File: src/rtl/cfa_pkg.sv
package cfa_pkg;

    typedef struct packed {
        logic n;
        logic z;
        logic c;
        logic v;
    } nzcv_t;

    typedef enum logic [1:0] {
        ALU_ADD  = 2'd0,
        ALU_SUB  = 2'd1,
        ALU_AND  = 2'd2,
        ALU_AND2 = 2'd3
    } alu_op_e;

    typedef enum logic [2:0] {
        FM_NONE = 3'd0,
        FM_SET  = 3'd1,
        FM_USE  = 3'd2,
        FM_BOTH = 3'd3,
        FM_WR   = 3'd4,
        FM_RD   = 3'd5,
        FM_RS6  = 3'd6,
        FM_RS7  = 3'd7
    } flag_mode_e;

    // condition code evaluation against the stored flags
    function automatic logic cond_holds(input logic [3:0] code, input nzcv_t f);
        logic base;
        case (code[3:1])
            3'd0:    base = f.z;
            3'd1:    base = f.c;
            3'd2:    base = f.n;
            3'd3:    base = f.v;
            3'd4:    base = f.c & ~f.z;
            3'd5:    base = (f.n == f.v);
            3'd6:    base = ~f.z & (f.n == f.v);
            default: base = 1'b1;
        endcase
        if (code[3:1] == 3'd7) return 1'b1;
        return code[0] ? ~base : base;
    endfunction

endpackage

File: src/rtl/cfa_alu.sv
module cfa_alu
    import cfa_pkg::*;
#(
    parameter int W = 64
) (
    input  logic [W-1:0] a,
    input  logic [W-1:0] b,
    input  alu_op_e      op,
    input  logic         carry_use,
    input  logic         carry_in,
    output logic [W-1:0] res,
    output nzcv_t        fl
);
    logic         is_sub;
    logic         arith;
    logic         cin;
    logic [W-1:0] bx;
    logic [W:0]   sum;

    always_comb begin
        is_sub = (op == ALU_SUB);
        arith  = (op == ALU_ADD) || is_sub;
        bx     = is_sub ? ~b : b;
        cin    = carry_use ? carry_in : is_sub;
        sum    = {1'b0, a} + {1'b0, bx} + {{W{1'b0}}, cin};
        res    = arith ? sum[W-1:0] : (a & b);
        fl.n   = res[W-1];
        fl.z   = (res == '0);
        fl.c   = arith & sum[W];
        fl.v   = arith & (a[W-1] == bx[W-1]) & (res[W-1] != a[W-1]);
    end

endmodule

File: src/rtl/cfa_cond.sv
module cfa_cond
    import cfa_pkg::*;
(
    input  logic [3:0] code,
    input  nzcv_t      flags,
    output logic       holds
);
    assign holds = cond_holds(code, flags);
endmodule

File: src/rtl/cfa_flagreg.sv
module cfa_flagreg
    import cfa_pkg::*;
(
    input  logic       clk,
    input  logic       rst,
    input  flag_mode_e mode,
    input  logic       ccmp_en,
    input  logic       cond_ok,
    input  nzcv_t      alu_fl,
    input  nzcv_t      wr_fl,
    input  nzcv_t      imm_fl,
    output nzcv_t      flags_q
);
    nzcv_t flags_d;
    logic  writes;

    always_comb begin
        writes  = (mode == FM_SET) || (mode == FM_BOTH);
        flags_d = flags_q;
        if (writes)
            flags_d = (ccmp_en && !cond_ok) ? imm_fl : alu_fl;
        else if (mode == FM_WR)
            flags_d = wr_fl;
    end

    always_ff @(posedge clk) begin
        if (rst) flags_q <= '0;
        else     flags_q <= flags_d;
    end

    a_r1_reset_clear: assert property (@(posedge clk)
        rst |=> (flags_q == '0));

    a_r4_hold_mode: assert property (@(posedge clk) disable iff (rst)
        (mode == FM_NONE || mode == FM_USE || mode == FM_RD) |=> (flags_q == $past(flags_q)));

    a_r7_status_write: assert property (@(posedge clk) disable iff (rst)
        (mode == FM_WR) |=> (flags_q == $past(wr_fl)));

    a_r9_ccmp_false: assert property (@(posedge clk) disable iff (rst)
        (writes && ccmp_en && !cond_ok) |=> (flags_q == $past(imm_fl)));

endmodule

File: src/rtl/cond_flag_alu.sv
module cond_flag_alu
    import cfa_pkg::*;
#(
    parameter int W        = 64,
    parameter int FLAG_LSB = 28
) (
    input  logic         clk,
    input  logic         rst,
    input  logic [W-1:0] op_a,
    input  logic [W-1:0] op_b,
    input  logic [1:0]   alu_op,
    input  logic [2:0]   flag_mode,
    input  logic         ccmp_en,
    input  logic [3:0]   cond_sel,
    input  logic [3:0]   ccmp_nzcv,
    output logic [W-1:0] result,
    output logic [3:0]   flags_o
);
    localparam int FLAG_MSB = FLAG_LSB + 3;

    flag_mode_e   mode;
    alu_op_e      op;
    nzcv_t        flags_q;
    nzcv_t        alu_fl;
    logic [W-1:0] alu_res;
    logic [W-1:0] rd_word;
    logic         carry_use;
    logic         cond_ok;

    assign mode      = flag_mode_e'(flag_mode);
    assign op        = alu_op_e'(alu_op);
    assign carry_use = (mode == FM_USE) || (mode == FM_BOTH);

    cfa_alu #(.W(W)) u_alu (
        .a         (op_a),
        .b         (op_b),
        .op        (op),
        .carry_use (carry_use),
        .carry_in  (flags_q.c),
        .res       (alu_res),
        .fl        (alu_fl)
    );

    cfa_cond u_cond (
        .code  (cond_sel),
        .flags (flags_q),
        .holds (cond_ok)
    );

    cfa_flagreg u_flags (
        .clk     (clk),
        .rst     (rst),
        .mode    (mode),
        .ccmp_en (ccmp_en),
        .cond_ok (cond_ok),
        .alu_fl  (alu_fl),
        .wr_fl   (nzcv_t'(op_a[FLAG_MSB:FLAG_LSB])),
        .imm_fl  (nzcv_t'(ccmp_nzcv)),
        .flags_q (flags_q)
    );

    always_comb begin
        rd_word                    = '0;
        rd_word[FLAG_MSB:FLAG_LSB] = flags_q;
        case (mode)
            FM_RD:   result = rd_word;
            FM_WR:   result = '0;
            default: result = alu_res;
        endcase
    end

    assign flags_o = flags_q;

    a_r5_carry_add: assert property (@(posedge clk) disable iff (rst)
        (mode == FM_USE && op == ALU_ADD) |-> (result == op_a + op_b + W'(flags_o[1])));

    a_r8_status_read: assert property (@(posedge clk) disable iff (rst)
        (mode == FM_RD) |-> ((result >> FLAG_LSB) == W'(flags_o)));

    a_r3_logic_clears: assert property (@(posedge clk) disable iff (rst)
        (mode == FM_SET && alu_op[1] && !ccmp_en) |=> (flags_o[1:0] == 2'b00));

endmodule

File: config.mk
export PLATFORM = sky130hd
export DESIGN_NAME = cond_flag_alu
export DESIGN_NICKNAME = d
export VERILOG_FILES = /design/src/rtl/cfa_pkg.sv /design/src/rtl/cfa_alu.sv /design/src/rtl/cfa_cond.sv /design/src/rtl/cfa_flagreg.sv /design/src/rtl/cond_flag_alu.sv
export SDC_FILE = /design/constraint.sdc
export NUM_CORES = 1
export LEC_CHECK = 0
export BUFFER_PORTS_ARGS = -buffer_cell sky130_fd_sc_hd__buf_2
export CORE_ASPECT_RATIO = 0.7
export CORE_MARGIN = 4
export CORE_UTILIZATION = 59
export DETAILED_ROUTE_END_ITERATION = 16
export GPL_ROUTABILITY_DRIVEN = 1
export HOLD_SLACK_MARGIN = 0.08
export PLACE_DENSITY = 0.95
export SLEW_MARGIN = 5
export SYNTH_ARGS = -nofsm -noshare
export SYNTH_HDL_FRONTEND = slang
export SYNTH_SLANG_ARGS = --single-unit
File: constraint.sdc
create_clock -name clk -period 8.8 [get_ports clk]
set_clock_uncertainty 0.1 [all_clocks]
set_input_delay 0.88 -clock clk [delete_from_list [all_inputs] [get_ports clk]]
set_output_delay 0.88 -clock clk [all_outputs]
set_load 0.005 [all_outputs]
# After elaboration in Yosys (flattened, before gate mapping)
# Cells that the tools add are included.
# totals
mem_bits_ro	0
wordCells	52
ram_bits	0
latchBits	0
out_inout_bits	68
mem_count	0
in_bits	144
register_bits	4
# classes
mul	0
n_div	0
n_lt_le_gt_ge	0
n_eq_ne	16
n_reduce_logical	9
n_bitwise	9
shifts	0
n_addsub	2
mux	12
# ops
operator	n
two-way mux 64 bit	2
case mux 64 bit (2 select lines)	1
adder 64 x 64 -> 65 bit	1
adder 65 x 1 -> 65 bit	1
bitwise AND 64 bit	1
zero test 64 bit	1
NOT 64 bit	1
== test 3 bit, second input constant	6
== test 3 x 2 -> 1 bit, second input constant	4
two-way mux 4 bit	3
case mux 1 bit (7 select lines)	1
== test 3 x 1 -> 1 bit, second input constant	2
bitwise AND 1 bit	5
two-way mux 1 bit	5
zero test 3 bit	1
logical OR 1 bit	3
== test 1 bit	2
== test 2 x 1 -> 1 bit, second input constant	1
zero test 2 bit	1
NOT 1 bit	2
nonzero test 2 bit	1
logical AND 1 bit	1
zero test 1 bit	1
inequality test 1 bit	1

# Logic depth before layout (Yosys ltp)
# Gate-level depths: netlist of the first run.
# logic_depth
depth_word	10
depth_mapped	23

# Hierarchy
# Synthesis of the first run repeated with hierarchy kept, for this count alone.
# hier_totals
hier_cells	1047
hier_area_um2	7133.1
# modules_own_cells
mod	cells_each	n_inst	area_each_um2
cfa_alu	911	1	5972.0
cond_flag_alu	81	1	694.4
cfa_flagreg	37	1	336.6
cfa_cond	18	1	130.1

# Least setup slack after synthesis of the first run
# OpenSTA, ideal clock, no wires.
# synth_timing
path_type	in2out
from	input alu_op[1]
to	output result[62]
required_time_ns	7.820
setup_slack_ns	2.611
arrival_ns	5.209
path_stages	21
cell_sequence	clkbuf_1 inv_2 buf_2 buf_1 buf_4 nand2_1 clkbuf_1 buf_1 xnor2_1 ha_1 buf_2 nand2_1 nor3_1 nand2_1 a2111oi_1 o21ai_0 a21oi_1 a21oi_1 xnor2_1 o21a_1 nor2_1
# synth_via
elab_chain_cells	6
elab_cells_between_ends	9
# synth_lines
element	line	rtl
from (decl)	cond_flag_alu.sv:11	input logic [1:0] alu_op,
== test 2 x 1 -> 1 bit	cfa_alu.sv:21	is_sub = (op == ALU_SUB);
two-way mux 64 bit	cfa_alu.sv:23	bx = is_sub ? ~b : b;
adder 64 x 64 -> 65 bit	cfa_alu.sv:25	sum = {1'b0, a} + {1'b0, bx} + {{W{1'b0}}, cin};
adder 65 x 1 -> 65 bit	cfa_alu.sv:25	
two-way mux 64 bit (*)	cfa_alu.sv:26	res = arith ? sum[W-1:0] : (a & b);
case mux 64 bit (2 select lines) (*)	cond_flag_alu.sv:65	case (mode)
to (decl)	cond_flag_alu.sv:16	output logic [W-1:0] result,
# Mark *: on every way between the ends. The rest lies on a longest branch, timed or not.

# Worst setup path after layout of the first run
# Same ends and word-level chain as after synthesis.

==> results.tsv, run 1 <==
stage	metric	value	unit
detailed_routing	DR iter-0 viols	1463	
global_route	vias in the first global route	8077	
finish	share of layout cells above drive strength 1	21.4	%
critical_path	r2r worst-path depth	15	
sta	Final Setup Violations	0	
clock_tree	total CTS buffers	3	
clock_tree	Worst-Skew Late Latency	0.23	ns
sta	RSZ-0062 raised after global routing	false	
placed_design	hpwl dp	23.6	mm
clock_tree	clock buffer depth	2	
global_route	grt ovf	0	
critical_path	critical path launch point type	input pin	
synthesis	synthesis warning total	0	
clock_tree	TritonCTS clock tree	built	
sta	Tcrit/Tclk final	76.5	%
synthesis	FF+latch count, synth	4	
global_route	first-pass GRT wire length	44.2	mm
synthesis	top_reg_cell synth	dfxtp_1	
critical_path	Worst Setup SP	alu_op[1]	
floorplanning	Core ar.	11100	um^2
critical_path	r2r endpoint	u_flags.flags_q[2]	
floorplanning	Die H	97.4	um
power_and_ir_drop	Sw Ratio	57.4	%
clock_tree	CTS H-Tree Depth	1	
power_and_ir_drop	Internal	396	uW
synthesis	Area contributors post-synth	xnor2_1 (12%), ha_1 (12%), a21oi_1 (9.5%)	
placed_design	gpl congestion	1.07	
power_and_ir_drop	P per Cell Area	120	nW/um^2
outcome	status	completed	
synthesis	area leader, netlist	xnor2_1	
flow_run	Max Cap Viol	0	
placed_design	number of port buffers	211	
critical_path	Critical Path RT	7.82	ns
sta	setup TNS	0	ns
clock_tree	Clock transition at path regs	0.03	ns
sta	Final Critical Period	6.73	ns
sta	actual slew at the worst max-slew pin	1.29	ns
power_and_ir_drop	NetSw	535	uW
finish	fill cell count	1008	
critical_path	Worst Setup Path Type	in2out	
hold_path	Hold Crit Class	reg2reg	
floorplanning	DIE AREA	13200	um^2
floorplanning	DIE WIDTH	136	um
synthesis	Post-Syn Nets	1247	
global_route	grt met2 use	57.6	%
sta	setup slack after layout	2.07	ns
sta	Final Slew Violations	0	
synthesis	Mapped Area	6730	um^2
detailed_routing	DRT Pass-1 Iters	6	
global_route	met1 Usage GRT	60.2	%
sta	f_max	0.149	GHz
power_and_ir_drop	Peak VDD IR	0.0785	mV
sta	final-report hold violation count	0	
hold_path	worst hold stages	2	
placed_design	pre-CTS WS	2.30	ns
power_and_ir_drop	Clk pwr share	7.7	%
global_route	Tot GR Track Use	41.0	%
critical_path	reg2reg start	u_flags.flags_q[1]	
synthesis	Post-synth EDFFs	0	
sta	Slew HR	13.9	%
global_route	largest net degree at the start of global routing	78	
synthesis	Async S/R FF share, synth	0	%
clock_tree	Post-CTS Setup Inserts	0	
synthesis	Yosys top cell area share	11.8	%
synthesis	distinct cell type count after synthesis	90	
detailed_routing	wire per inst	21.5	um
finish	top flop regs	u_flags.flags_q: 4 flops	
finish	Area Overhead vs Synth	15.6	%
global_route	initial antenna violation count	2	
synthesis	sequential fraction of the synthesis area	1.19	%
detailed_routing	via count	9268	
finish	Final nets	1400	
synthesis	Syn Area/Cell	6.48	um^2
synthesis	Syn Inst Count	1038	
detailed_routing	Via density	6.91	
floorplanning	# IOs	212	
critical_path	CP endpoint kind	output port	
critical_path	r2r setup slk	3.82	ns
finish	diodes inserted	0	
global_route	met3 GRT Util	13.7	%
finish	Largest Register	u_flags.flags_q	
detailed_routing	antenna-violating nets left	0	
detailed_routing	drt drc	0	
critical_path	crit path DAT	5.75	ns
sta	Hold WS	0.494	ns
floorplanning	row count	32	
floorplanning	Initial Utilization	60.7	%
clock_tree	Clock Sinks	4	
global_route	most used routing layer in global routing	met1	
power_and_ir_drop	Comb power frac	89.8	%
finish	most common cell after layout, fill and taps aside	buf_2	
clock_tree	CTS hold repair buffers	0	
clock_tree	post-CTS resize count	0	
finish	max FFs per register	4	
detailed_routing	Post-Route WL	28.9	mm
power_and_ir_drop	leakage	0.00332	uW
critical_path	CP Max Fanout	47	
clock_tree	Root Buffer Master	clkbuf_16	
critical_path	crit path to	result[62]	
power_and_ir_drop	Sequential Power Share	2.4	%
finish	most frequent cells in the layout	buf_2 (210), a21oi_1 (128), nor2_1 (99)	
-- power groups by stage --
stage | clock network, uW | logic [uW] | registers (uW)
finish | 71.8 | 836 | 22.8
global placement | 0 | 798 | 22.5
global route | 73.5 | 901 | 22.7
floorplan | 0 | 554 | 22.0
CTS | 71.7 | 805 | 22.4
detailed placement | 0 | 799 | 22.7
-- metal layers --
| layer | part of all wire (%) | wire (um) |
|---|---|---|
| met5 | 0.097 | 28 |
| met3 | 16 | 4520 |
| met1 | 43 | 12300 |
| met2 | 39 | 11400 |
| met4 | 2.3 | 662 |
-- per-stage QoR --
| step | utilization, % | instance area, um^2 | power (uW) | std cells |
|---|---|---|---|---|
| floorplan | - | 6730 | 576 | 1038 |
| global placement | 69.5 | 7700 | 820 | 1339 |
| detailed placement | 69.5 | 7700 | 822 | 1339 |
| CTS | 70.1 | 7780 | 899 | 1342 |
| global route | 70.1 | 7780 | 998 | 1342 |
| finish | 70.1 | 7780 | 931 | 1342 |
-- kinds of logic (layout without fill, tap and decap cells) --
logic type	after synthesis	count (layout)	synth area share, %
buffers and inverters	84	235	5.69
XOR/XNOR	105	105	13.7
AO/OA/AOI/OAI	371	371	36.0
multiplexers	8	8	1.41
flip-flops	4	4	1.19
AND/OR/NAND/NOR	401	401	29.7
adder cells (fa/ha/maj)	65	65	12.3
-- critical path, stage by stage --
cell       delay, ns
buf_4           0.38
inv_2           0.10
nand2_4         0.44
buf_4           0.44
xnor2_1         0.11
ha_1            0.48
nand2_1         0.25
o21ai_0         0.30
a21oi_1         0.10
a2111oi_1       0.80
o21ai_0         0.31
a21oi_1         0.35
a21oi_1         0.15
xnor2_1         0.23
o21a_1          0.14
nor2_1          0.03
buf_2           0.17
-- area by class of cell --
type                            instances  area (um^2)  share of cell area, %
Tap cell                              153          191                   2.46
Sequential cell                         4         80.1                   1.03
Inverter                               17         63.8                  0.820
Timing Repair Buffer                  215         1090                   14.0
Multi-Input combinational cell        950         6280                   80.7
Clock buffer                            3         75.1                  0.965
-- synth_stat cells, drive strengths merged, types with 5 or more instances --
master and instances:
a21oi 132, nor2 99, nand2 94, xnor2 91
o21ai 68, nand3 65, ha 63, nand4 42
clkbuf 41, a31oi 26, buf 26, nor3 21
and3 19, inv 17, o21a 16, o21bai 15
o211ai 14, xor2 14, a211oi 13, a21o 13
and2 10, or3 10, a311oi 8, nor3b 8
o31ai 8, nor4 7, a221oi 6, nor2b 6
o2111ai 6, a21boi 5, a22oi 5, mux2i 5
-- worst min-delay path by stage --
stage | startpoint | endpoint | slack (ns)
floorplan | u_flags.flags_q[1] | u_flags.flags_q[1] | 0.43
global placement | u_flags.flags_q[3] | u_flags.flags_q[3] | 0.46
detailed placement | u_flags.flags_q[3] | u_flags.flags_q[3] | 0.47
CTS | u_flags.flags_q[3] | u_flags.flags_q[3] | 0.48
global route | u_flags.flags_q[3] | u_flags.flags_q[3] | 0.50
finish | u_flags.flags_q[3] | u_flags.flags_q[3] | 0.49
Power figures use the tool's default switching activity.
==> inputs of run 2 (changes only) <==
Settings changed: CORE_UTILIZATION 59 to 49, PLACE_DENSITY 0.95 to 0.92.
Clock period 8.8 ns to 5.6 ns, I/O delays scaled along.
==> results.tsv, run 2 (same netlist as run 1, synthesis figures left out) <==
stage	metric	value	unit	change
power_and_ir_drop	Peak VDD IR	0.126	mV	+61%
detailed_routing	wire length on met3	4.94	mm	+9.2%
sta	RSZ-0062 raised after global routing	false		
hold_path	Hold Crit Class	reg2reg		
detailed_routing	drt drc	0		unchanged
critical_path	Buf/Inv on CP	4		unchanged
clock_tree	Root Buffer Master	clkbuf_16		
sta	f_max	0.189	GHz	
sta	Final Setup Violations	0		unchanged
clock_tree	Clock Sinks	4		unchanged
floorplanning	# IOs	212		unchanged
critical_path	CP Cell Sequence	buf_4 -> inv_2 -> nand2_4 -> buf_4 -> xnor2_1 -> ha_1 -> nand4_1 -> nor3_1 -> a32oi_1 -> a2111oi_1 -> o21ai_0 -> a21oi_1 -> a21oi_1 -> xnor2_1 -> o21a_1 -> nor2_1 -> buf_2		
detailed_routing	met1 wire length	12.6	mm	+2.6%
global_route	first-pass GRT wire length	45.0	mm	+1.9%
finish	final non-filler cell total	1382		+3.0%
clock_tree	CTS H-Tree Depth	1		unchanged
clock_tree	Post-CTS Setup Inserts	0		unchanged
outcome	status	completed		
clock_tree	Worst-Skew Late Latency	0.22	ns	about the same
finish	Final Cell Area	7880	um^2	+1.3%
finish	share of layout cells above drive strength 1	21.9	%	+0.53 points
global_route	grt ovf	0		unchanged
critical_path	Worst Setup Path Type	in2out		
critical_path	CP endpoint kind	output port		
detailed_routing	DRT Pass-1 Iters	7		+1
critical_path	crit path max-delay cell type	a2111oi_1		
finish	top flop regs	u_flags.flags_q: 4 flops		
placed_design	gpl congestion	1.09		+1.6%
floorplanning	DIE WIDTH	148	um	+9.2%
clock_tree	TritonCTS clock tree	built		
finish	Largest Register	u_flags.flags_q		
global_route	initial antenna violation count	1		-1
critical_path	CP top delay family	compound AO/OA/AOI/OAI gates		
clock_tree	CTS hold repair buffers	0		unchanged
critical_path	crit-path max cell delay	0.75	ns	-0.05 ns
global_route	vias in the first global route	8139		+0.77%
sta	Final Slew Violations	0		unchanged
critical_path	Critical Path RT	4.94	ns	-2.88 ns
power_and_ir_drop	leakage	0.00336	uW	+1.2%
sta	actual slew at the worst max-slew pin	1.27	ns	-0.0167 ns
clock_tree	total CTS buffers	3		unchanged
finish	Area Overhead vs Synth	17.1	%	
placed_design	placed inst area	7800	um^2	+1.3%
power_and_ir_drop	P per Cell Area	186	nW/um^2	+55%
critical_path	critical path launch point type	input pin		
detailed_routing	top sig layer	met5		
floorplanning	Initial Utilization	50.5	%	-10 points
finish	fill cell count	1302		+29%
floorplanning	Core ar.	13300	um^2	+20%
sta	Tcrit/Tclk final	94.6	%	
finish	diodes inserted	0		unchanged
placed_design	hpwl dp	24.3	mm	+3.2%
global_route	largest net degree at the start of global routing	69		-12%
finish	Final nets	1408		+0.57%
detailed_routing	routed wl met2	11.3	mm	-1.2%
power_and_ir_drop	Final Power	1460	uW	+57%
clock_tree	Clock transition at path regs	0.03	ns	about the same
detailed_routing	via count	9143		-1.3%
floorplanning	row count	35		+9.4%
critical_path	CP Max Fanout	20		-57%
detailed_routing	Post-Route WL	29.3	mm	+1.4%
clock_tree	clock buffer depth	2		unchanged
sta	Slew HR	15.0	%	+1.1 points
finish	max FFs per register	4		unchanged
placed_design	placed cells	1379		+3.0%
floorplanning	DIE AREA	15700	um^2	+19%
global_route	Tot GR Track Use	35.1	%	-5.9 points
floorplanning	Die H	106	um	+8.9%
sta	final-report hold violation count	0		unchanged
sta	Final Critical Period	5.30	ns	
critical_path	crit path DAT	4.64	ns	-1.11 ns
flow_run	Max Cap Viol	0		unchanged
detailed_routing	DR iter-0 viols	1142		-22%
detailed_routing	antenna-violating nets left	0		unchanged
finish	most common cell after layout, fill and taps aside	buf_2		
clock_tree	post-CTS resize count	0		unchanged
sta	Hold WS	0.465	ns	-0.0284 ns
detailed_routing	Via density	6.62		-4.2%
finish	most frequent cells in the layout	buf_2 (210), a21oi_1 (128), nor2_1 (99)		
detailed_routing	wire per inst	21.2	um	-1.5%
sta	setup TNS	0	ns	unchanged
placed_design	number of port buffers	211		unchanged
[run 2: changes by cell type in the layout (fill, tap and decap cells not counted), sizes merged]
cell,change
buf,+8
[run 2: area by class of cell]
| cell class | count | area [um^2] | share of cell area (%) |
|---|---|---|---|
| clock buffers | 3 | 75.1 | 0.953 |
| inverters | 17 | 63.8 | 0.810 |
| multi-input cells | 950 | 6280 | 79.7 |
| flip-flops and latches | 4 | 80.1 | 1.02 |
| well taps | 185 | 231 | 2.94 |
| repair buffers | 223 | 1150 | 14.6 |
[run 2: per-stage QoR]
stage,utilization (%),setup WS [ns]
2_1_floorplan,-,0.00202
3_3_place_gp,58.6,0.418
3_5_place_dp,58.6,0.479
4_1_cts,59.2,0.466
5_1_grt,59.2,0.0597
6_report,59.2,0.305
[run 2: tightest hold or removal path, delay by kind of cell (launching register included)]
family / cells / cell delay [ns]
and+or+nand+nor: 1 / 0.11
DFF: 1 / 0.34
AOI/OAI and AO/OA: 1 / 0.06
[run 2: path summary, 6_finish.rpt]
kind / start / endpoint / slack, ns / depth (start not counted)
min reg2reg: u_flags.flags_q[3] / u_flags.flags_q[3] / 0.47 / 2
min: u_flags.flags_q[3] / u_flags.flags_q[3] / 0.47 / 2
max: alu_op[1] / result[62] / 0.30 / 17
max reg2reg: u_flags.flags_q[1] / u_flags.flags_q[2] / 0.98 / 15
[run 2: routing by layer]
layer  vias to the layer above  track usage, %
li1                       4251               -
met3                        43            13.5
met1                      4195            51.8
met4                         2            4.81
met5                         -               0
met2                       652            48.7
[run 2: power breakdown]
group | switching, uW | internal, uW | leakage (uW) | total [uW]
clock network | 18.7 | 91.1 | 0.0000370 | 110
logic | 812 | 507 | 0.00329 | 1320
registers | 4.22 | 31.3 | 0.0000331 | 35.5
total | 835 | 629 | 0.00336 | 1460
==> inputs of run 3 (changes only) <==
Settings changed: CORE_ASPECT_RATIO 0.7 to default, CORE_MARGIN 4 to default.
==> results.tsv, run 3 (same netlist as run 1, synthesis figures left out) <==
stage	metric	value	unit	change
outcome	status	completed		
power_and_ir_drop	leakage	0.00336	uW	+0.10%
detailed_routing	DR iter-0 viols	1567		+37%
finish	fill cell count	1271		-2.4%
placed_design	hpwl dp	22.5	mm	-7.7%
floorplanning	# IOs	212		unchanged
critical_path	critical path launch point type	input pin		
sta	Final Setup Violations	0		unchanged
detailed_routing	DRT Pass-1 Iters	9		+2
global_route	vias in the first global route	8695		+6.8%
hold_path	Min-Delay Startpoint	u_flags.flags_q[3]		
critical_path	most frequent CP cell	buf_4		
finish	Area Overhead vs Synth	17.1	%	about the same
power_and_ir_drop	Internal	631	uW	+0.20%
floorplanning	DIE AREA	14200	um^2	-9.5%
sta	Slew HR	47.9	%	+33 points
global_route	Tot GR Track Use	37.6	%	+2.4 points
finish	share of layout cells above drive strength 1	22.0	%	+0.065 points
critical_path	CP top delay family	compound AO/OA/AOI/OAI gates		
clock_tree	CTS hold repair buffers	0		unchanged
finish	diodes inserted	0		unchanged
critical_path	reg2reg start	u_flags.flags_q[1]		
sta	actual slew at the worst max-slew pin	0.781	ns	-0.491 ns
global_route	largest net degree at the start of global routing	81		+17%
clock_tree	Clock Sinks	4		unchanged
detailed_routing	antenna-violating nets left	0		unchanged
detailed_routing	top sig layer	met4		
finish	most common cell after layout, fill and taps aside	buf_2		
sta	f_max	0.184	GHz	-2.5%
clock_tree	Post-CTS Setup Inserts	0		unchanged
power_and_ir_drop	Comb power frac	89.7	%	-0.4 points
detailed_routing	routed wl met2	11.8	mm	+4.5%
detailed_routing	drt drc	0		unchanged
critical_path	Worst Setup Path Type	in2out		
critical_path	r2r worst-path depth	15		unchanged
critical_path	r2r endpoint	u_flags.flags_q[2]		
clock_tree	Root Buffer Master	clkbuf_16		
critical_path	crit path DAT	4.77	ns	+0.13 ns
detailed_routing	wire per inst	20.2	um	-4.9%
global_route	first-pass GRT wire length	43.5	mm	-3.3%
hold_path	Hold Path Sink	u_flags.flags_q[3]		
power_and_ir_drop	Clk pwr share	7.9	%	+0.4 points
critical_path	Critical Path RT	4.94	ns	about the same
clock_tree	Clock transition at path regs	0.03	ns	about the same
critical_path	CP Max Fanout	14		-30%
power_and_ir_drop	Sequential Power Share	2.4	%	about the same
sta	final-report hold violation count	0		unchanged
hold_path	worst hold stages	2		unchanged
sta	RSZ-0062 raised after global routing	false		
sta	Final Slew Violations	0		unchanged
placed_design	gpl congestion	1.12		+2.6%
sta	Tcrit/Tclk final	97.0	%	+2.5 points
power_and_ir_drop	Sw Ratio	56.8	%	-0.21 points
finish	max FFs per register	4		unchanged
global_route	grt ovf	0		unchanged
detailed_routing	Post-Route WL	27.7	mm	-5.5%
power_and_ir_drop	P per Cell Area	185	nW/um^2	-0.25%
global_route	initial antenna violation count	0		-1
detailed_routing	Via density	6.89		+4.2%
hold_path	Hold Crit Class	reg2reg		
floorplanning	DIE WIDTH	119	um	-20%
clock_tree	Worst-Skew Late Latency	0.23	ns	about the same
floorplanning	Core ar.	13300	um^2	-0.13%
sta	Final Critical Period	5.43	ns	+0.137 ns
detailed_routing	wire length on met3	4.13	mm	-16%
detailed_routing	met1 wire length	10.2	mm	-19%
floorplanning	Die H	119	um	+12%
critical_path	Buf/Inv on CP	4		unchanged
power_and_ir_drop	Peak VDD IR	0.0858	mV	-32%
finish	Final nets	1409		+0.071%
clock_tree	clock buffer depth	2		unchanged
clock_tree	total CTS buffers	3		unchanged
critical_path	crit path max-delay cell type	a2111oi_1		
finish	Largest Register	u_flags.flags_q		
finish	top flop regs	u_flags.flags_q: 4 flops		
clock_tree	post-CTS resize count	0		unchanged
critical_path	CP Cell Sequence	buf_4 -> inv_2 -> nand2_4 -> buf_4 -> xnor2_1 -> ha_1 -> nand4_1 -> nor3_1 -> nand2_1 -> a2111oi_1 -> o21ai_0 -> a21oi_1 -> nor4b_1 -> a311o_1 -> nor2_1 -> buf_2		
floorplanning	row count	42		+20%
critical_path	CP endpoint kind	output port		
critical_path	r2r setup slk	0.94	ns	-0.04 ns
flow_run	Max Cap Viol	0		unchanged
critical_path	crit-path max cell delay	0.73	ns	-0.02 ns
floorplanning	Initial Utilization	50.6	%	+0.067 points
detailed_routing	via count	9473		+3.6%
sta	setup TNS	0	ns	unchanged
clock_tree	CTS H-Tree Depth	1		unchanged
placed_design	number of port buffers	211		unchanged
finish	most frequent cells in the layout	buf_2 (210), a21oi_1 (128), nor2_1 (99)		
clock_tree	TritonCTS clock tree	built		
power_and_ir_drop	NetSw	829	uW	-0.67%
power_and_ir_drop	Final Power	1460	uW	-0.30%
-- run 3: cell count changes in the layout (fill, tap and decap cells not counted), sizes merged --
cell	delta
buf	+1
-- run 3: power by group through the flow --
stage	registers (uW)	logic [uW]	clock network, uW
after floorplan	34.6	870	0
after global placement	35.9	1230	0
after detailed placement	36.0	1250	0
after CTS	35.4	1260	116
after global routing	36.2	1400	118
final	35.7	1310	115
-- run 3: per-stage QoR --
step,std cells,hold WS (ns),worst slack [ns],utilization [%],cell area [um^2]
after floorplan,1038,0.429,0.00202,-,6730
after global placement,1371,0.452,0.452,58.7,7800
after detailed placement,1371,0.463,0.381,58.7,7800
after CTS,1374,0.466,0.349,59.2,7880
after global routing,1374,0.518,0.00434,59.2,7880
final,1374,0.488,0.168,59.2,7880
-- run 3: final cells by class --
type / instances / area (um^2) / share of cell area (%)
repair buffers: 224 / 1160 / 14.7
multi-input cells: 950 / 6280 / 79.7
well taps: 176 / 220 / 2.80
clock buffers: 3 / 75.1 / 0.953
flip-flops and latches: 4 / 80.1 / 1.02
inverters: 17 / 63.8 / 0.810
-- run 3: tightest hold or removal path, cell delays in order, from the launching register on --
cell      delay (ns)
dfxtp_1         0.35
nor2_1          0.13
a311oi_1        0.06
-- run 3: worst max path at each step --
| stage | slack (ns) | depth (start not counted) | from | to |
|---|---|---|---|---|
| floorplan | 0.002 | 23 | alu_op[1] | u_flags.flags_q[2] |
| global placement | 0.45 | 17 | alu_op[1] | result[62] |
| detailed placement | 0.38 | 16 | alu_op[1] | result[58] |
| CTS | 0.35 | 16 | alu_op[1] | result[58] |
| global route | 0.004 | 17 | alu_op[1] | result[62] |
| finish | 0.17 | 16 | alu_op[1] | result[58] |
-- run 3: routing by layer --
metal  GRT usage (%)  vias up
met2            58.4      842
li1                -     4247
met3            9.67      181
met5               0        -
met1            47.0     4203
met4            20.3        0
